<file path="src/rtl/evt_pkg.sv">
// Package: shared register map and field positions for the event status block.
// Assumes an 8-bit data path and a 4-bit register address.
package evt_pkg;
    localparam int DW = 8;
    localparam int AW = 4;

    // Field positions that software decodes
    localparam int BOOST_LSB = 3;
    localparam int TERM_LSB  = 4;

    typedef enum logic [AW-1:0] {
        A_CFG   = 4'd0,
        A_GSTAT = 4'd1,
        A_TSTAT = 4'd2,
        A_DSTAT = 4'd3,
        A_GMASK = 4'd4,
        A_TMASK = 4'd5,
        A_DMASK = 4'd6,
        A_RULE0 = 4'd7,
        A_RULE1 = 4'd8,
        A_EDO   = 4'd9
    } reg_addr_e;
endpackage

</file>
<file path="src/rtl/evt_sync.sv">
// Module: multi-bit level synchronizer.
// Each bit is independent. The output is the input delayed by STAGES clocks.
// Assumes the inputs are slow levels, so no gray coding is needed.
module evt_sync #(
    parameter int W      = 1,
    parameter int STAGES = 2
) (
    input  logic         clk,
    input  logic         rst_n,
    input  logic [W-1:0] din,
    output logic [W-1:0] lvl
);
    logic [W-1:0] stg [STAGES];

    // Shift the input through the synchronizer chain
    always_ff @(posedge clk) begin
        if (!rst_n) begin
            for (int k = 0; k < STAGES; k++) stg[k] <= '0;
        end else begin
            stg[0] <= din;
            for (int k = 1; k < STAGES; k++) stg[k] <= stg[k-1];
        end
    end

    assign lvl = stg[STAGES-1];
endmodule

</file>
<file path="src/rtl/evt_status.sv">
// Module: sticky status bank, cleared by writing 1.
// A set pulse beats a clear of the same bit in the same cycle.
module evt_status #(
    parameter int W = 1
) (
    input  logic         clk,
    input  logic         rst_n,
    input  logic [W-1:0] set_vec,
    input  logic         clr_we,
    input  logic [W-1:0] clr_vec,
    output logic [W-1:0] stat
);
    logic [W-1:0] clr_eff;

    // Apply the clear only when this bank is addressed
    always_comb clr_eff = clr_we ? clr_vec : '0;

    // Latch new events, drop the cleared bits
    always_ff @(posedge clk) begin
        if (!rst_n) stat <= '0;
        else        stat <= (stat & ~clr_eff) | set_vec;
    end
endmodule

</file>
<file path="src/rtl/evt_rule_out.sv">
// Module: one latched event output driven by per-input rules.
// rule_en picks the inputs that act on the output. rule_set picks the action
// of each: 1 sets, 0 resets. Priority is set, then reset or software clear.
module evt_rule_out #(
    parameter int NG = 4
) (
    input  logic          clk,
    input  logic          rst_n,
    input  logic [NG-1:0] rise,
    input  logic [NG-1:0] rule_en,
    input  logic [NG-1:0] rule_set,
    input  logic          sw_clr,
    output logic          q
);
    logic set_hit, rst_hit;

    // Collect which enabled edges ask for set and which for reset
    always_comb begin
        set_hit = |(rise & rule_en & rule_set);
        rst_hit = |(rise & rule_en & ~rule_set);
    end

    // Latch the output with set taking priority
    always_ff @(posedge clk) begin
        if (!rst_n)                  q <= 1'b0;
        else if (set_hit)            q <= 1'b1;
        else if (rst_hit || sw_clr)  q <= 1'b0;
    end
endmodule

</file>
<file path="src/rtl/evt_status_rules.sv">
// Module: top of the digital event status and rule logic.
// It synchronizes all event lines and detects their rising edges. It keeps the
// sticky status banks and masks, drives the registered alert, the fan boost
// request and the rule-driven latched outputs, and serves the register port.
// Assumes 2*NUM_GPIO <= DW and the field layout fixed in evt_pkg.
module evt_status_rules
    import evt_pkg::*;
#(
    parameter int NUM_GPIO    = 4,
    parameter int NUM_VR      = 2,
    parameter int NUM_TERM    = 2,
    parameter int NUM_EDO     = 2,
    parameter int SYNC_STAGES = 2
) (
    input  logic                clk,
    input  logic                rst_n,
    input  logic [NUM_GPIO-1:0] gpio_in,
    input  logic [NUM_VR-1:0]   vr_hot_in,
    input  logic [NUM_TERM-1:0] term_in,
    input  logic                otemp_in,
    input  logic                reg_we,
    input  logic [AW-1:0]       reg_addr,
    input  logic [DW-1:0]       reg_wdata,
    output logic [DW-1:0]       reg_rdata,
    output logic                alert_n,
    output logic                fan_full,
    output logic [NUM_EDO-1:0]  edo_out
);
    localparam int NSRC    = NUM_GPIO + NUM_VR + NUM_TERM + 1;
    localparam int NTH     = NUM_VR + 1;
    localparam int VR_OFS  = NUM_GPIO;
    localparam int TRM_OFS = NUM_GPIO + NUM_VR;
    localparam int RULE_W  = 2 * NUM_GPIO;

    logic [NSRC-1:0]     src_lvl, src_prev, src_rise;
    logic [NUM_GPIO-1:0] g_rise, gst, gmask;
    logic [NTH-1:0]      th_rise, tst, tmask;
    logic [NUM_TERM-1:0] d_rise, dst, dmask;
    logic [NUM_VR-1:0]   vr_lvl, boost_en;
    logic [RULE_W-1:0]   rules [NUM_EDO];
    logic                any_event;

    evt_sync #(.W(NSRC), .STAGES(SYNC_STAGES)) u_sync (
        .clk  (clk),
        .rst_n(rst_n),
        .din  ({otemp_in, term_in, vr_hot_in, gpio_in}),
        .lvl  (src_lvl)
    );

    // Hold the last synchronized level for edge detection
    always_ff @(posedge clk) begin
        if (!rst_n) src_prev <= '0;
        else        src_prev <= src_lvl;
    end

    // Split the edge vector into its source groups
    always_comb begin
        src_rise = src_lvl & ~src_prev;
        g_rise   = src_rise[NUM_GPIO-1:0];
        th_rise  = {src_rise[NSRC-1], src_rise[VR_OFS +: NUM_VR]};
        d_rise   = src_rise[TRM_OFS +: NUM_TERM];
        vr_lvl   = src_lvl[VR_OFS +: NUM_VR];
    end

    evt_status #(.W(NUM_GPIO)) u_gstat (
        .clk    (clk),
        .rst_n  (rst_n),
        .set_vec(g_rise),
        .clr_we (reg_we && reg_addr == A_GSTAT),
        .clr_vec(reg_wdata[NUM_GPIO-1:0]),
        .stat   (gst)
    );

    evt_status #(.W(NTH)) u_tstat (
        .clk    (clk),
        .rst_n  (rst_n),
        .set_vec(th_rise),
        .clr_we (reg_we && reg_addr == A_TSTAT),
        .clr_vec(reg_wdata[NTH-1:0]),
        .stat   (tst)
    );

    evt_status #(.W(NUM_TERM)) u_dstat (
        .clk    (clk),
        .rst_n  (rst_n),
        .set_vec(d_rise),
        .clr_we (reg_we && reg_addr == A_DSTAT),
        .clr_vec(reg_wdata[TERM_LSB +: NUM_TERM]),
        .stat   (dst)
    );

    // Configuration, mask and rule registers written by software
    always_ff @(posedge clk) begin
        if (!rst_n) begin
            boost_en <= '0;
            gmask    <= '0;
            tmask    <= '0;
            dmask    <= '0;
            for (int o = 0; o < NUM_EDO; o++) rules[o] <= '0;
        end else if (reg_we) begin
            if (reg_addr == A_CFG)   boost_en <= reg_wdata[BOOST_LSB +: NUM_VR];
            if (reg_addr == A_GMASK) gmask    <= reg_wdata[NUM_GPIO-1:0];
            if (reg_addr == A_TMASK) tmask    <= reg_wdata[NTH-1:0];
            if (reg_addr == A_DMASK) dmask    <= reg_wdata[TERM_LSB +: NUM_TERM];
            for (int o = 0; o < NUM_EDO; o++)
                if (reg_addr == AW'(int'(A_RULE0) + o)) rules[o] <= reg_wdata[RULE_W-1:0];
        end
    end

    // One latched output per rule field
    for (genvar o = 0; o < NUM_EDO; o++) begin : g_edo
        evt_rule_out #(.NG(NUM_GPIO)) u_rule (
            .clk     (clk),
            .rst_n   (rst_n),
            .rise    (g_rise),
            .rule_en (rules[o][NUM_GPIO-1:0]),
            .rule_set(rules[o][RULE_W-1:NUM_GPIO]),
            .sw_clr  (reg_we && reg_addr == A_EDO && reg_wdata[o]),
            .q       (edo_out[o])
        );
    end

    // Any unmasked pending event
    always_comb any_event = |(gst & ~gmask) | |(tst & ~tmask) | |(dst & ~dmask);

    // Register the alert so it is free of glitches
    always_ff @(posedge clk) begin
        if (!rst_n) alert_n <= 1'b1;
        else        alert_n <= ~any_event;
    end

    // Boost the fan while an enabled regulator input is high
    always_comb fan_full = |(vr_lvl & boost_en);

    // Read mux, with zero for unmapped addresses
    always_comb begin
        reg_rdata = '0;
        case (reg_addr)
            A_CFG:   reg_rdata[BOOST_LSB +: NUM_VR]  = boost_en;
            A_GSTAT: reg_rdata[NUM_GPIO-1:0]         = gst;
            A_TSTAT: reg_rdata[NTH-1:0]              = tst;
            A_DSTAT: reg_rdata[TERM_LSB +: NUM_TERM] = dst;
            A_GMASK: reg_rdata[NUM_GPIO-1:0]         = gmask;
            A_TMASK: reg_rdata[NTH-1:0]              = tmask;
            A_DMASK: reg_rdata[TERM_LSB +: NUM_TERM] = dmask;
            A_RULE0: reg_rdata[RULE_W-1:0]           = rules[0];
            A_RULE1: reg_rdata[RULE_W-1:0]           = rules[1];
            A_EDO:   reg_rdata[NUM_EDO-1:0]          = edo_out;
            default: reg_rdata = '0;
        endcase
    end
endmodule

</file>
<file path="config.mk">
export PLATFORM = sky130hd
export DESIGN_NAME = evt_status_rules
export DESIGN_NICKNAME = d
export VERILOG_FILES = /design/src/rtl/evt_pkg.sv /design/src/rtl/evt_sync.sv /design/src/rtl/evt_status.sv /design/src/rtl/evt_rule_out.sv /design/src/rtl/evt_status_rules.sv
export SDC_FILE = /design/constraint.sdc
export NUM_CORES = 1
export LEC_CHECK = 0
export BUFFER_PORTS_ARGS = -buffer_cell sky130_fd_sc_hd__buf_2
export CAP_MARGIN = 10
export CORE_MARGIN = 8
export CORE_UTILIZATION = 47
export CTS_CLUSTER_SIZE = 12
export DETAILED_ROUTE_END_ITERATION = 6
export PLACE_DENSITY = 0.67
export SYNTH_ARGS = -nofsm -noshare
export SYNTH_HDL_FRONTEND = slang
export SYNTH_HIERARCHICAL = 1
export SYNTH_SLANG_ARGS = --single-unit
</file>
<file path="constraint.sdc">
create_clock -name clk -period 2.1 [get_ports clk]
set_input_delay 0.105 -clock clk [delete_from_list [all_inputs] [get_ports clk]]
set_output_delay 0.105 -clock clk [all_outputs]
set_load 0.005 [all_outputs]
</file>
# Word-level counts from Yosys, hierarchy flattened
# Memories as Yosys holds them, arrays and structs flattened.
# Index checks and enable logic that the tools add are counted.
word_totals:
  register_bits: 32
  mem_bits_rw: 34
  in_bits: 24
  word_cells: 105
  output_inout_bits: 12
  memories: 2
classes:
  n_eq_ne: 9
  bitwise_logic: 33
  n_reduce_logical: 23
  muxes: 27
memory_table:
  columns: ["memory", "words", "width", "read_ports", "rd_clocked_by_memory_dff", "write_ports", "line_no", "text"]
  rows:
  - ["u_sync.stg", 2, 9, 2, 0, 2, "evt_sync.sv:13", "logic [W-1:0] stg [STAGES];"]
  - ["rules", 2, 8, 2, 0, 2, "evt_status_rules.sv:40", "logic [RULE_W-1:0] rules [NUM_EDO];"]
ops:
  columns: ["cell", "count"]
  rows:
  - ["$and 4x4->4", 8]
  - ["$reduce_or 4->1", 5]
  - ["$mux 9", 2]
  - ["$eq 4x3->1 const B", 4]
  - ["$mux 8", 2]
  - ["$not 4->4", 4]
  - ["$mux 1", 14]
  - ["$pmux 2 s7", 1]
  - ["$pmux 1 s5", 2]
  - ["$and 9x9->9", 1]
  - ["$not 9->9", 1]
  - ["$eq 4x2->1 const B", 2]
  - ["$eq 4x4->1 const B", 2]
  - ["$reduce_and 2->1", 4]
  - ["$and 2x2->2", 3]
  - ["$and 3x3->3", 2]
  - ["$logic_and 1x1->1", 6]
  - ["$not 3->3", 2]
  - ["$or 1x1->1", 6]
  - ["$pmux 1 s6", 1]
  - ["$eq 4x1->1 const B", 1]
  - ["$logic_not 4->1", 1]
  - ["$mux 4", 1]
  - ["$not 2->2", 2]
  - ["other kinds (12)", 15]

# Longest topological paths before layout
# Gate-level depths: netlist of the first run.
depth:
  ltp_word: 8
  depth_mapped: 8
  mapped_depth_nobuf: 6

# By module
# Netlist of the first run, hierarchy kept.
modules_own_cells:
  columns: ["module", "seq_area_each_um2", "area_per_inst_um2", "instances", "cells_each"]
  rows:
  - ["evt_status_rules", 900.9, 1905.6, 1, 194]
  - ["evt_sync", 360.3, 569.3, 1, 46]
  - ["evt_rule_out", 20.0, 117.6, 2, 14]
  - ["evt_status (u_gstat)", 80.1, 140.1, 1, 16]
  - ["evt_status (u_tstat)", 60.1, 105.1, 1, 12]
  - ["evt_status (u_dstat)", 40.0, 70.1, 1, 8]

# Least setup slack after synthesis of the first run
# OpenSTA, ideal clock, no wires.
synth_timing:
  path_type: "input to register"
  startpoint: "in reg_addr[0]"
  endpoint: "mem rules[0][10] (netlist bit) (enable)"
  setup_time_ps: 384
  setup_slack_ps: 529
  path_buffers: 2
  stages: 4
  arrival_time_ps: 1187
  t_required_ps: 1716
  path_cell_list: "buf_6 -> or2_1 -> buf_6 -> o21ai_0"
synth_lines:
  columns: ["element", "line_no", "text"]
  rows:
  - ["from (decl)", "evt_status_rules.sv:22", "input logic [AW-1:0] reg_addr,"]
  - ["to (decl)", "evt_status_rules.sv:40", null]

==> run_summary.xml, run 1 <==
<?xml version="1.0" encoding="UTF-8"?>
<metrics>
  <group name="timing">
    <metric name="max_slew.worst_pin.slew" unit="ns">0.585</metric>
    <metric name="timing.clock.skew" unit="ns">0.00984</metric>
    <metric name="timing.setup.tns" unit="ns">0</metric>
    <metric name="post_route_fraction_of_the_period_consumed_by_the_critical_path" unit="%">77.8</metric>
    <metric name="hold_viol" unit="">0</metric>
    <metric name="report.final.slew_viol_count" unit="">0</metric>
    <metric name="clock_period_minus_final_worst_setup_slack" unit="ns">1.63</metric>
    <metric name="slew_headroom" unit="%">61.0</metric>
    <metric name="max_freq" unit="GHz">0.612</metric>
    <metric name="worst_hold_margin" unit="ns">0.0178</metric>
    <metric name="rsz0062_at_grt" unit="">no</metric>
    <metric name="setup-violations-final" unit="">0</metric>
  </group>
  <group name="grt">
    <metric name="global_route.overflow_total" unit="">0</metric>
    <metric name="grtUsageTotal" unit="%">16.8</metric>
    <metric name="antenna_violations_before_repair" unit="">0</metric>
    <metric name="first_global_vias" unit="">2172</metric>
    <metric name="pin_count_of_the_biggest_net_entering_global_routing" unit="">30</metric>
    <metric name="global_route_wire_length_before_repair" unit="um">11600</metric>
  </group>
  <group name="cts">
    <metric name="cts.repair_timing.setup_buffer_count" unit="">0</metric>
    <metric name="cts_made_buffers" unit="">9</metric>
    <metric name="tritoncts_clock_tree" unit="">built</metric>
    <metric name="clk_pin_slew_worst_paths" unit="ns">0.07</metric>
    <metric name="cts_hold_buffers" unit="">9</metric>
    <metric name="clkLatencyLatePin" unit="ns">0.34</metric>
    <metric name="h_tree_depth" unit="">3</metric>
    <metric name="cts_resized" unit="">0</metric>
    <metric name="clockBufferDepth" unit="">2</metric>
    <metric name="cts-root-buf" unit="">clkbuf_8</metric>
    <metric name="clock_sink_count" unit="">66</metric>
  </group>
  <group name="worst_setup_path">
    <metric name="r2r-end" unit="">g_edo[0].u_rule/q</metric>
    <metric name="worstPathArrival" unit="ns">1.53</metric>
    <metric name="setup.reg_to_reg.worst_slack" unit="ns">0.80</metric>
    <metric name="end_kind" unit="">primary output</metric>
    <metric name="timing_worst_setup_path_type" unit="">flip-flop to primary output</metric>
    <metric name="required_arrival_time_at_the_worst_endpoint" unit="ns">2.00</metric>
    <metric name="timing.critical_path.from_type" unit="">flip-flop</metric>
    <metric name="crit-reg2reg-launch" unit="">u_sync/stg[0][9]</metric>
    <metric name="critical_path_peak_fanout" unit="">3</metric>
    <metric name="rr_worst_depth" unit="">4</metric>
  </group>
  <group name="cells_and_area">
    <metric name="multi_input_comb_area" unit="mm2">0.00132</metric>
    <metric name="num_antenna_cells" unit="">0</metric>
    <metric name="areaGrowthSynthToFinish" unit="%">13.6</metric>
    <metric name="area.sequential" unit="mm2">0.00148</metric>
    <metric name="final_core_utilization" unit="%">54.8</metric>
    <metric name="fin_area" unit="mm2">0.00344</metric>
    <metric name="final_layout_size_suffix_gt1_share" unit="%">23.4</metric>
    <metric name="instances_no_fill" unit="">419</metric>
    <metric name="num-fill-cells" unit="">566</metric>
    <metric name="most_common_library_cell_in_the_layout_ignoring_fill_and_taps" unit="">dfxtp_1</metric>
    <metric name="total_number_of_nets_in_the_final_design" unit="">362</metric>
    <metric name="layout.cells.most_common_list" unit="">dfxtp_1 (50), buf_2 (35), and2_1 (23)</metric>
  </group>
  <group name="job">
    <metric name="maxCapViolations" unit="">0</metric>
  </group>
  <group name="synth">
    <metric name="ys.warnings.count" unit="">6</metric>
    <metric name="count_of_different_cell_masters_after_synthesis" unit="">51</metric>
    <metric name="yosysTopAreaCell" unit="">dfxtp_1</metric>
    <metric name="syn-instance-count" unit="">304</metric>
    <metric name="yosys-top-cells-area" unit="">dfxtp_1 (33%), edfxtp_1 (16%), and2_1 (4.8%)</metric>
    <metric name="synthesis.area" unit="mm2">0.00303</metric>
    <metric name="post_synth.cell_area_avg" unit="um2">9.95</metric>
    <metric name="yosysTopAreaCellShare" unit="%">33.1</metric>
    <metric name="synth_seq_area_share" unit="%">49.0</metric>
    <metric name="flip_flop_and_latch_count_after_synthesis" unit="">66</metric>
    <metric name="syn-num-nets" unit="">328</metric>
  </group>
  <group name="drt">
    <metric name="drt-vias-per-instance" unit="">5.69</metric>
    <metric name="detail_routed_net_length_per_standard_cell" unit="um">17.7</metric>
    <metric name="drt_first_pass_iters" unit="">4</metric>
    <metric name="routed_wirelength" unit="um">7410</metric>
    <metric name="drt.antenna.violating_nets" unit="">0</metric>
    <metric name="drt_iter0_markers" unit="">213</metric>
    <metric name="drcViolationCount" unit="">0</metric>
    <metric name="vias" unit="">2386</metric>
  </group>
  <group name="placed_design">
    <metric name="post_detailed_placement_half_perimeter_wirelength" unit="um">5300</metric>
    <metric name="place_congestion" unit="">0.968</metric>
    <metric name="post_dp_cell_area" unit="mm2">0.00315</metric>
    <metric name="total_instance_count_after_detailed_placement" unit="">395</metric>
    <metric name="numPortBuffers" unit="">35</metric>
  </group>
  <group name="die">
    <metric name="die_y" unit="um">96.2</metric>
    <metric name="die_x" unit="um">96.2</metric>
    <metric name="fp.dieArea" unit="mm2">0.00926</metric>
    <metric name="floorplan.core_area" unit="mm2">0.00628</metric>
    <metric name="floorplan.initialDensity" unit="%">48.2</metric>
    <metric name="floorplan.io_pins" unit="">36</metric>
    <metric name="fp-row-count" unit="">29</metric>
  </group>
  <group name="worst_hold_path">
    <metric name="hold-path-cell-count" unit="">2</metric>
    <metric name="timing.hold.worst.start" unit="">reg_wdata[5]</metric>
    <metric name="worst_min_delay_path_class" unit="">primary input to flip-flop</metric>
    <metric name="whs_endpoint" unit="">u_dstat/stat[1]</metric>
  </group>
  <group name="power_and_ir_drop">
    <metric name="power-per-cell-area" unit="mW/mm2">782</metric>
    <metric name="p_leak" unit="nW">1.34</metric>
    <metric name="max-vdd-ir-drop" unit="mV">0.653</metric>
  </group>
  <group name="status">
    <metric name="outcome" unit="">completed</metric>
  </group>
</metrics>
metal layers:
| metal | part of all wire (%) | GRT usage (%) |
|---|---|---|
| met4 | 1.8 | 5.51 |
| met3 | 9.1 | 6.55 |
| met5 | 0 | 0 |
| met2 | 44 | 24.8 |
| met1 | 45 | 21.9 |
critical path, stage by stage (launching register included):
cell and delay (ns):
edfxtp_1 0.45, mux2_2 0.32, a32oi_1 0.15, o22ai_1 0.12
buf_2 0.16
where the power goes:
part	internal, mW	switching, mW	leakage, nW	total [mW]
sequential	1.36	0.0461	0.563	1.41
clock	0.576	0.465	0.0958	1.04
combinational	0.106	0.135	0.684	0.241
cells in the mapped netlist, drive strengths merged:
| master | count |
|---|---|
| dfxtp | 50 |
| and2 | 37 |
| o21ai | 23 |
| nand3 | 21 |
| buf | 20 |
| inv | 19 |
| edfxtp | 16 |
| nor2b | 13 |
| a21oi | 12 |
| nand2 | 12 |
| a31oi | 10 |
| nand3b | 6 |
| nand2b | 5 |
| nor2 | 5 |
| mux2 | 4 |
| mux2i | 4 |
| o22ai | 4 |
| a221oi | 3 |
| a22o | 3 |
| clkbuf | 3 |
| nor3b | 3 |
| o2111ai | 3 |
| o2bb2ai | 3 |
| and2b | 2 |
| and3 | 2 |
| and3b | 2 |
| and4b | 2 |
| nand4 | 2 |
| o221ai | 2 |
| o311ai | 2 |
| a211o | 1 |
| a2bb2oi | 1 |
| a32oi | 1 |
| nor4b | 1 |
| nor4bb | 1 |
| o211a | 1 |
| o31ai | 1 |
| o41ai | 1 |
| or2 | 1 |
| or3 | 1 |
| or3b | 1 |
kinds of logic after synthesis:
family          Yosys count  synth area share, %
simple gates            117                 24.4
compound gates           71                 16.3
flops                    66                 49.0
mux                       8                 2.81
buf+inv                  42                 7.57
sequential cells by signal, summed over array words and instances, names as in the netlist, 3 cells and up:
signal	count
u_sync/stg	18
rules	16
src_prev	9
gmask	4
u_gstat/stat	4
tmask	3
u_tstat/stat	3
final cells by class:
| class | count | area share [%] |
|---|---|---|
| Clock inverter | 4 | 1.49 |
| Sequential cell | 66 | 43.1 |
| Inverter | 19 | 2.07 |
| Timing Repair Buffer | 46 | 8.15 |
| Tap cell | 77 | 2.80 |
| Clock buffer | 11 | 4.11 |
| Multi-Input combinational cell | 196 | 38.3 |
metrics by stage:
stage / power [mW] / worst slack [ns]
floorplan: 1.57 / 0.529
detailed placement: 1.66 / 0.593
CTS: 2.71 / 0.468
finish: 2.69 / 0.465
global route: 2.80 / 0.413
global placement: 1.65 / 0.626
worst max-delay path by stage:
stage,start,end,cells past startpoint
6_report,rules[0][12],reg_rdata[4],4
5_1_grt,rules[0][12],reg_rdata[4],4
4_1_cts,rules[0][12],reg_rdata[4],4
3_5_place_dp,reg_addr[0],rules[0][7],4
3_3_place_gp,reg_addr[0],rules[0][7],4
2_1_floorplan,reg_addr[0],rules[0][10],4
No activity file was read; power rests on OpenSTA's default activity.
==> run 2: changes to the inputs <==
- ABC_AREA: not set -> 1
- PLACE_DENSITY: 0.67 -> 0.66
- clock period: 2.1 -> 1.65 ns (I/O delays scaled with it)
==> run 2 against run 1 <==
  * Area after synthesis up 3.1%
  * Sequential share of layout area decreased by 2.4 points
  * Via count up 14%
  * Hold slack better by 0.0069 ns
  * Largest power group unchanged
  * Final cell count up 37%
  * Register-to-register slack lost 0.31 ns
  * Clock power grew 41%
==> run_summary.xml, run 2 <==
<?xml version="1.0" encoding="UTF-8"?>
<metrics>
  <group name="synth">
    <metric name="syn-instance-count" unit="">446</metric>
    <metric name="synth.cells.most_frequent" unit="">nand2_1 (126), inv_1 (90), nor2_1 (67)</metric>
    <metric name="ys.warnings.count" unit="">6</metric>
    <metric name="yosys-top-cells-area" unit="">dfxtp_1 (32%), edfxtp_1 (15%), nand2_1 (15%)</metric>
    <metric name="synthXorXnorAreaFrac" unit="%">0</metric>
    <metric name="synth_edf_count" unit="">16</metric>
    <metric name="count_of_different_cell_masters_after_synthesis" unit="">24</metric>
    <metric name="synth-simple-area-share" unit="%">34.7</metric>
    <metric name="dominant_combinational_cell_family_by_area_after_synthesis" unit="">simple AND/OR/NAND/NOR gates</metric>
    <metric name="post_synth.cell_area_avg" unit="um2">6.99</metric>
    <metric name="async_reset_ff_share" unit="%">0</metric>
    <metric name="synthesis.area" unit="mm2">0.00312</metric>
    <metric name="syn-num-nets" unit="">470</metric>
    <metric name="post_synth_fa_ha_maj_area_fraction" unit="%">0</metric>
    <metric name="post_synth_mux_area_share" unit="%">0</metric>
    <metric name="flip_flop_and_latch_count_after_synthesis" unit="">66</metric>
    <metric name="synth-main-ff-cell" unit="">dfxtp_1</metric>
    <metric name="yosysTopAreaCell" unit="">dfxtp_1</metric>
    <metric name="yosysTopAreaCellShare" unit="%">32.1</metric>
    <metric name="synthMostInstantiatedCell" unit="">nand2_1</metric>
    <metric name="synth_compound_area_share" unit="%">2.53</metric>
    <metric name="synth_seq_area_share" unit="%">47.5</metric>
  </group>
  <group name="cells_and_area">
    <metric name="num-fill-cells" unit="">632</metric>
    <metric name="most_common_library_cell_in_the_layout_ignoring_fill_and_taps" unit="">nand2_1</metric>
    <metric name="area.sequential" unit="mm2">0.00148</metric>
    <metric name="registers.top_by_ff_count" unit="">u_sync/stg</metric>
    <metric name="num_antenna_cells" unit="">0</metric>
    <metric name="final_layout_size_suffix_gt1_share" unit="%">14.7</metric>
    <metric name="multi_input_comb_area" unit="mm2">0.00116</metric>
    <metric name="largest_register_ff_count" unit="">18</metric>
    <metric name="areaGrowthSynthToFinish" unit="%">16.6</metric>
    <metric name="top_regs" unit="">u_sync/stg x18, rules x16, src_prev x9</metric>
    <metric name="total_number_of_nets_in_the_final_design" unit="">516</metric>
    <metric name="instances_no_fill" unit="">574</metric>
    <metric name="layout.cells.most_common_list" unit="">nand2_1 (126), inv_1 (90), nor2_1 (67)</metric>
    <metric name="final_core_utilization" unit="%">57.0</metric>
    <metric name="fin_area" unit="mm2">0.00364</metric>
  </group>
  <group name="worst_setup_path">
    <metric name="worstPathArrival" unit="ns">1.26</metric>
    <metric name="timing_worst_setup_path_type" unit="">flip-flop to primary output</metric>
    <metric name="cp_slowest_cell" unit="">edfxtp_1</metric>
    <metric name="worst_path_largest_cell_delay" unit="ns">0.44</metric>
    <metric name="required_arrival_time_at_the_worst_endpoint" unit="ns">1.57</metric>
    <metric name="timing.critical_path.from_type" unit="">flip-flop</metric>
    <metric name="critical_path_buf_inv_count" unit="">1</metric>
    <metric name="critical_path_peak_fanout" unit="">3</metric>
    <metric name="cpMostUsedCell" unit="">nand2_1</metric>
    <metric name="cpLargestDelayFamily" unit="">flip-flops</metric>
    <metric name="first_element_of_the_critical_path" unit="">rules[0][1]</metric>
    <metric name="timing.critical_path.cells" unit="">nand3_1, nand2_1, nor2_1, nand2_1, buf_2</metric>
    <metric name="end_kind" unit="">primary output</metric>
    <metric name="crit-reg2reg-launch" unit="">u_sync/stg[0][10]</metric>
  </group>
  <group name="timing">
    <metric name="hold_viol" unit="">0</metric>
    <metric name="report.final.slew_viol_count" unit="">0</metric>
    <metric name="worst_hold_margin" unit="ns">0.0247</metric>
    <metric name="setup-violations-final" unit="">0</metric>
    <metric name="slew_headroom" unit="%">67.9</metric>
    <metric name="timing.clock.skew" unit="ns">0.00805</metric>
    <metric name="rsz0062_at_grt" unit="">no</metric>
    <metric name="max_freq" unit="GHz">0.744</metric>
    <metric name="max_slew.worst_pin.slew" unit="ns">0.478</metric>
    <metric name="timing.setup.tns" unit="ns">0</metric>
    <metric name="final.setup.worst_slack" unit="ns">0.306</metric>
    <metric name="clock_period_minus_final_worst_setup_slack" unit="ns">1.34</metric>
    <metric name="post_route_fraction_of_the_period_consumed_by_the_critical_path" unit="%">81.4</metric>
  </group>
  <group name="drt">
    <metric name="detail_routed_net_length_per_standard_cell" unit="um">12.7</metric>
    <metric name="drt-vias-per-instance" unit="">4.73</metric>
    <metric name="vias" unit="">2715</metric>
    <metric name="drt.antenna.violating_nets" unit="">0</metric>
    <metric name="drt_iter0_markers" unit="">191</metric>
    <metric name="drcViolationCount" unit="">0</metric>
    <metric name="drt_first_pass_iters" unit="">6</metric>
    <metric name="routed_wirelength" unit="um">7290</metric>
  </group>
  <group name="die">
    <metric name="die_y" unit="um">97.5</metric>
    <metric name="die_x" unit="um">97.5</metric>
    <metric name="floorplan.initialDensity" unit="%">48.8</metric>
    <metric name="fp.dieArea" unit="mm2">0.00950</metric>
    <metric name="fp-row-count" unit="">29</metric>
    <metric name="floorplan.core_area" unit="mm2">0.00639</metric>
    <metric name="floorplan.io_pins" unit="">36</metric>
  </group>
  <group name="placed_design">
    <metric name="place_congestion" unit="">0.918</metric>
    <metric name="post_dp_cell_area" unit="mm2">0.00333</metric>
    <metric name="numPortBuffers" unit="">35</metric>
    <metric name="total_instance_count_after_detailed_placement" unit="">549</metric>
    <metric name="post_detailed_placement_half_perimeter_wirelength" unit="um">5560</metric>
    <metric name="placement.setup.worst_slack" unit="ns">0.381</metric>
  </group>
  <group name="cts">
    <metric name="clkLatencyLatePin" unit="ns">0.34</metric>
    <metric name="cts_hold_buffers" unit="">9</metric>
    <metric name="tritoncts_clock_tree" unit="">built</metric>
    <metric name="cts.repair_timing.setup_buffer_count" unit="">0</metric>
    <metric name="cts_made_buffers" unit="">9</metric>
    <metric name="clockBufferDepth" unit="">2</metric>
    <metric name="cts_resized" unit="">0</metric>
    <metric name="clock_sink_count" unit="">66</metric>
    <metric name="clk_pin_slew_worst_paths" unit="ns">0.07</metric>
    <metric name="h_tree_depth" unit="">3</metric>
    <metric name="cts-root-buf" unit="">clkbuf_8</metric>
  </group>
  <group name="grt">
    <metric name="pin_count_of_the_biggest_net_entering_global_routing" unit="">25</metric>
    <metric name="antenna_violations_before_repair" unit="">0</metric>
    <metric name="grtUsageTotal" unit="%">15.9</metric>
    <metric name="first_global_vias" unit="">2620</metric>
    <metric name="global_route.overflow_total" unit="">0</metric>
    <metric name="global_route_wire_length_before_repair" unit="um">12300</metric>
  </group>
  <group name="worst_hold_path">
    <metric name="worst_min_delay_path_class" unit="">primary input to flip-flop</metric>
    <metric name="timing.hold.worst.start" unit="">reg_wdata[4]</metric>
  </group>
  <group name="power_and_ir_drop">
    <metric name="design_power" unit="mW">3.57</metric>
    <metric name="p_leak" unit="nW">1.91</metric>
    <metric name="power-per-cell-area" unit="mW/mm2">980</metric>
    <metric name="max-vdd-ir-drop" unit="mV">0.728</metric>
  </group>
  <group name="job">
    <metric name="maxCapViolations" unit="">0</metric>
  </group>
  <group name="status">
    <metric name="outcome" unit="">completed</metric>
  </group>
</metrics>
[run 2: changes by cell type after synthesis, moves of 5 or more]
cell and change:
nand2b_1 -5, nand2_1 +114, and2_2 -14, nor2b_1 -13, a31oi_1 -10, inv_1 +71
o21ai_1 -9, and2_1 -23, nand3_1 +27, nor2_1 +63, o21ai_0 -12
[run 2: worst paths after layout]
path	to	cells past startpoint	slack, ns
worst max-delay path	reg_rdata[1]	5	0.31
worst min-delay path	boost_en[1]	3	0.02
worst max register to register	g_edo[1].u_rule/q	7	0.49
worst min register to register	u_sync/stg[0][17]	2	0.40
[run 2: cell families after synthesis]
logic type             after synthesis
and+or+nand+nor                    256
buffers and inverters              110
DFF                                 66
AOI/OAI and AO/OA                   14
[run 2: tightest hold or removal path: cells and delay by family]
family        cells  cell delay [ns]
buf+inv           1             0.10
simple gates      2             0.14
[run 2: final cells by class]
| class | instances | share of cell area, % |
|---|---|---|
| tap | 77 | 2.65 |
| clock inverter | 5 | 1.62 |
| multi-input combinational | 270 | 31.9 |
| clock buffer | 11 | 4.47 |
| inverter | 92 | 9.49 |
| timing repair buffer | 53 | 9.15 |
| sequential | 66 | 40.7 |
[run 2: power by group]
part,internal [mW],total [mW],switching [mW]
clock network,0.834,1.47,0.633
registers,1.73,1.78,0.0448
logic,0.123,0.322,0.199
[run 2: layer usage]
| metal | up-vias | global-route usage, % | share of wire [%] |
|---|---|---|---|
| met5 | - | 0 | 0 |
| met4 | 0 | 6.53 | 2.0 |
| met3 | 13 | 5.12 | 7.4 |
| met2 | 90 | 25.2 | 45 |
| met1 | 1192 | 19.4 | 46 |
| li1 | 1420 | - | - |
==> run 3: changes to the inputs <==
- clock period: 1.65 -> 1.4 ns (I/O delays scaled with it)
==> run 3 against run 2 <==
  * Flip-flop and latch count is the same
  * Final cell count grew 1.4%
  * Total power grew 16%
  * Clock skew shrank 0.0023 ns
  * Critical endpoint is now reg_rdata[0]
  * Largest power group unchanged
  * Hold slack lost 0.0017 ns
==> run_summary.xml, run 3 (synthesized netlist as in run 2, its figures left out) <==
<?xml version="1.0" encoding="UTF-8"?>
<metrics>
  <group name="worst_setup_path">
    <metric name="cpMostUsedCell" unit="">nand2_1</metric>
    <metric name="rr_worst_depth" unit="">7</metric>
    <metric name="timing_worst_setup_path_type" unit="">flip-flop to primary output</metric>
    <metric name="first_element_of_the_critical_path" unit="">rules[0][0]</metric>
    <metric name="cpLargestDelayFamily" unit="">flip-flops</metric>
    <metric name="worst_path_largest_cell_delay" unit="ns">0.43</metric>
    <metric name="worstPathArrival" unit="ns">1.23</metric>
    <metric name="r2r-end" unit="">g_edo[0].u_rule/q</metric>
    <metric name="worst_setup_path_endpoint" unit="">reg_rdata[0]</metric>
    <metric name="required_arrival_time_at_the_worst_endpoint" unit="ns">1.33</metric>
    <metric name="critical_path_buf_inv_count" unit="">1</metric>
    <metric name="timing.critical_path.from_type" unit="">flip-flop</metric>
    <metric name="worstSetupPathDepth" unit="">5</metric>
    <metric name="cp_slowest_cell" unit="">edfxtp_1</metric>
    <metric name="crit-reg2reg-launch" unit="">u_sync/stg[0][9]</metric>
    <metric name="setup.reg_to_reg.worst_slack" unit="ns">0.22</metric>
    <metric name="critical_path_peak_fanout" unit="">3</metric>
    <metric name="end_kind" unit="">primary output</metric>
    <metric name="timing.critical_path.cells" unit="">nand3_1, nand2_1, nor2_1, nand2_1, buf_2</metric>
  </group>
  <group name="placed_design">
    <metric name="numPortBuffers" unit="">35</metric>
    <metric name="place_congestion" unit="">0.932</metric>
    <metric name="total_instance_count_after_detailed_placement" unit="">555</metric>
    <metric name="post_detailed_placement_half_perimeter_wirelength" unit="um">5560</metric>
  </group>
  <group name="timing">
    <metric name="setup-violations-final" unit="">0</metric>
    <metric name="slew_headroom" unit="%">68.1</metric>
    <metric name="hold_viol" unit="">0</metric>
    <metric name="max_slew.worst_pin.slew" unit="ns">0.474</metric>
    <metric name="worst_hold_margin" unit="ns">0.0231</metric>
    <metric name="max_freq" unit="GHz">0.772</metric>
    <metric name="rsz0062_at_grt" unit="">no</metric>
    <metric name="post_route_fraction_of_the_period_consumed_by_the_critical_path" unit="%">92.6</metric>
    <metric name="timing.clock.skew" unit="ns">0.00571</metric>
    <metric name="report.final.slew_viol_count" unit="">0</metric>
    <metric name="timing.setup.tns" unit="ns">0</metric>
    <metric name="clock_period_minus_final_worst_setup_slack" unit="ns">1.30</metric>
  </group>
  <group name="cells_and_area">
    <metric name="most_common_library_cell_in_the_layout_ignoring_fill_and_taps" unit="">nand2_1</metric>
    <metric name="total_number_of_nets_in_the_final_design" unit="">525</metric>
    <metric name="instances_no_fill" unit="">582</metric>
    <metric name="num-fill-cells" unit="">621</metric>
    <metric name="top_regs" unit="">u_sync/stg x18, rules x16, src_prev x9</metric>
    <metric name="final_layout_size_suffix_gt1_share" unit="%">15.4</metric>
    <metric name="largest_register_ff_count" unit="">18</metric>
    <metric name="layout.cells.most_common_list" unit="">nand2_1 (126), inv_1 (90), nor2_1 (67)</metric>
    <metric name="areaGrowthSynthToFinish" unit="%">18.3</metric>
    <metric name="num_antenna_cells" unit="">0</metric>
    <metric name="final_core_utilization" unit="%">57.8</metric>
    <metric name="registers.top_by_ff_count" unit="">u_sync/stg</metric>
  </group>
  <group name="grt">
    <metric name="pin_count_of_the_biggest_net_entering_global_routing" unit="">33</metric>
    <metric name="global_route.overflow_total" unit="">0</metric>
    <metric name="first_global_vias" unit="">2553</metric>
    <metric name="grtUsageTotal" unit="%">15.6</metric>
    <metric name="global_route_wire_length_before_repair" unit="um">12000</metric>
    <metric name="antenna_violations_before_repair" unit="">0</metric>
  </group>
  <group name="die">
    <metric name="die_y" unit="um">97.5</metric>
    <metric name="floorplan.io_pins" unit="">36</metric>
    <metric name="floorplan.core_area" unit="mm2">0.00639</metric>
    <metric name="fp.dieArea" unit="mm2">0.00950</metric>
    <metric name="die_x" unit="um">97.5</metric>
    <metric name="fp-row-count" unit="">29</metric>
    <metric name="floorplan.initialDensity" unit="%">48.8</metric>
  </group>
  <group name="drt">
    <metric name="vias" unit="">2749</metric>
    <metric name="routed_wirelength" unit="um">7150</metric>
    <metric name="drcViolationCount" unit="">0</metric>
    <metric name="drt.antenna.violating_nets" unit="">0</metric>
    <metric name="drt_iter0_markers" unit="">148</metric>
    <metric name="drt_first_pass_iters" unit="">4</metric>
    <metric name="drt-vias-per-instance" unit="">4.72</metric>
    <metric name="detail_routed_net_length_per_standard_cell" unit="um">12.3</metric>
  </group>
  <group name="worst_hold_path">
    <metric name="worst_min_delay_path_class" unit="">primary input to flip-flop</metric>
    <metric name="hold-path-cell-count" unit="">4</metric>
  </group>
  <group name="cts">
    <metric name="cts_made_buffers" unit="">9</metric>
    <metric name="h_tree_depth" unit="">3</metric>
    <metric name="clockBufferDepth" unit="">2</metric>
    <metric name="tritoncts_clock_tree" unit="">built</metric>
    <metric name="clock_sink_count" unit="">66</metric>
    <metric name="cts-root-buf" unit="">clkbuf_8</metric>
    <metric name="clk_pin_slew_worst_paths" unit="ns">0.06</metric>
    <metric name="clkLatencyLatePin" unit="ns">0.34</metric>
  </group>
  <group name="status">
    <metric name="outcome" unit="">completed</metric>
  </group>
  <group name="job">
    <metric name="maxCapViolations" unit="">0</metric>
  </group>
  <group name="power_and_ir_drop">
    <metric name="p_leak" unit="nW">1.94</metric>
    <metric name="design_power" unit="mW">4.15</metric>
    <metric name="power-per-cell-area" unit="mW/mm2">1120</metric>
    <metric name="max-vdd-ir-drop" unit="mV">0.868</metric>
  </group>
</metrics>
run 3: changes by cell type in the layout (fill, tap and decap cells not counted):
| cell | before | now |
|---|---|---|
| buf_4 | 9 | 17 |
| clkbuf_1 | 0 | 2 |
| o21ai_1 | 0 | 1 |
| inv_4 | 1 | 0 |
| o21ai_0 | 2 | 1 |
| clkinv_4 | 2 | 0 |
| dlygate4sd3_1 | 9 | 10 |
run 3: worst register-to-register path: stages, from the launching register on:
cell and delay, ns:
dfxtp_1 0.32, inv_1 0.04, nor2_1 0.33, nand2_1 0.10
nor2_1 0.10, nor2_1 0.05, nand3_1 0.09, a21oi_2 0.05
run 3: worst min-delay path by stage:
stage	startpoint	endpoint	slack, ns
4_1_cts	reg_wdata[5]	u_dstat/stat[1]	0.003
3_5_place_dp	gpio_in[1]	u_sync/stg[0][1]	0.26
6_report	reg_wdata[5]	u_dstat/stat[1]	0.02
2_1_floorplan	vr_hot_in[1]	u_sync/stg[0][5]	0.16
5_1_grt	reg_wdata[2]	u_tstat/stat[2]	0.03
3_3_place_gp	gpio_in[1]	u_sync/stg[0][1]	0.25
run 3: final cells by class:
type / instances / area (um2) / share of cell area (%)
inverter: 92 / 345 / 9.36
sequential: 66 / 1480 / 40.1
clock inverter: 2 / 35.0 / 0.949
clock buffer: 13 / 170 / 4.61
timing repair buffer: 62 / 403 / 10.9
tap: 77 / 96.3 / 2.61
multi-input combinational: 270 / 1160 / 31.4
run 3: repair_timing:
action,4_1_cts,5_1_grt
endpoints found under the hold margin,10,0
resized for setup,0,0
endpoints found under the setup margin,0,2
hold buffers,10,0
setup buffers,0,2
run 3: power by group:
group          switching, mW  internal [mW]
Clock                  0.686          0.968
Sequential            0.0557           2.04
Combinational          0.237          0.162
run 3: per-layer routing:
layer | vias up | track usage (%) | wire [um]
met4 | 0 | 7.46 | 176
met3 | 16 | 4.20 | 397
li1 | 1433 | - | -
met1 | 1217 | 18.9 | 3310
met2 | 83 | 24.9 | 3270
met5 | - | 0 | 0
run 3: per-stage QoR:
stage	cell area, um2	setup slack, ns
finish	3690	0.104
CTS	3680	0.0580
global route	3690	0.00673
global placement	3370	0.186
floorplan	3120	0.0185
detailed placement	3370	0.139
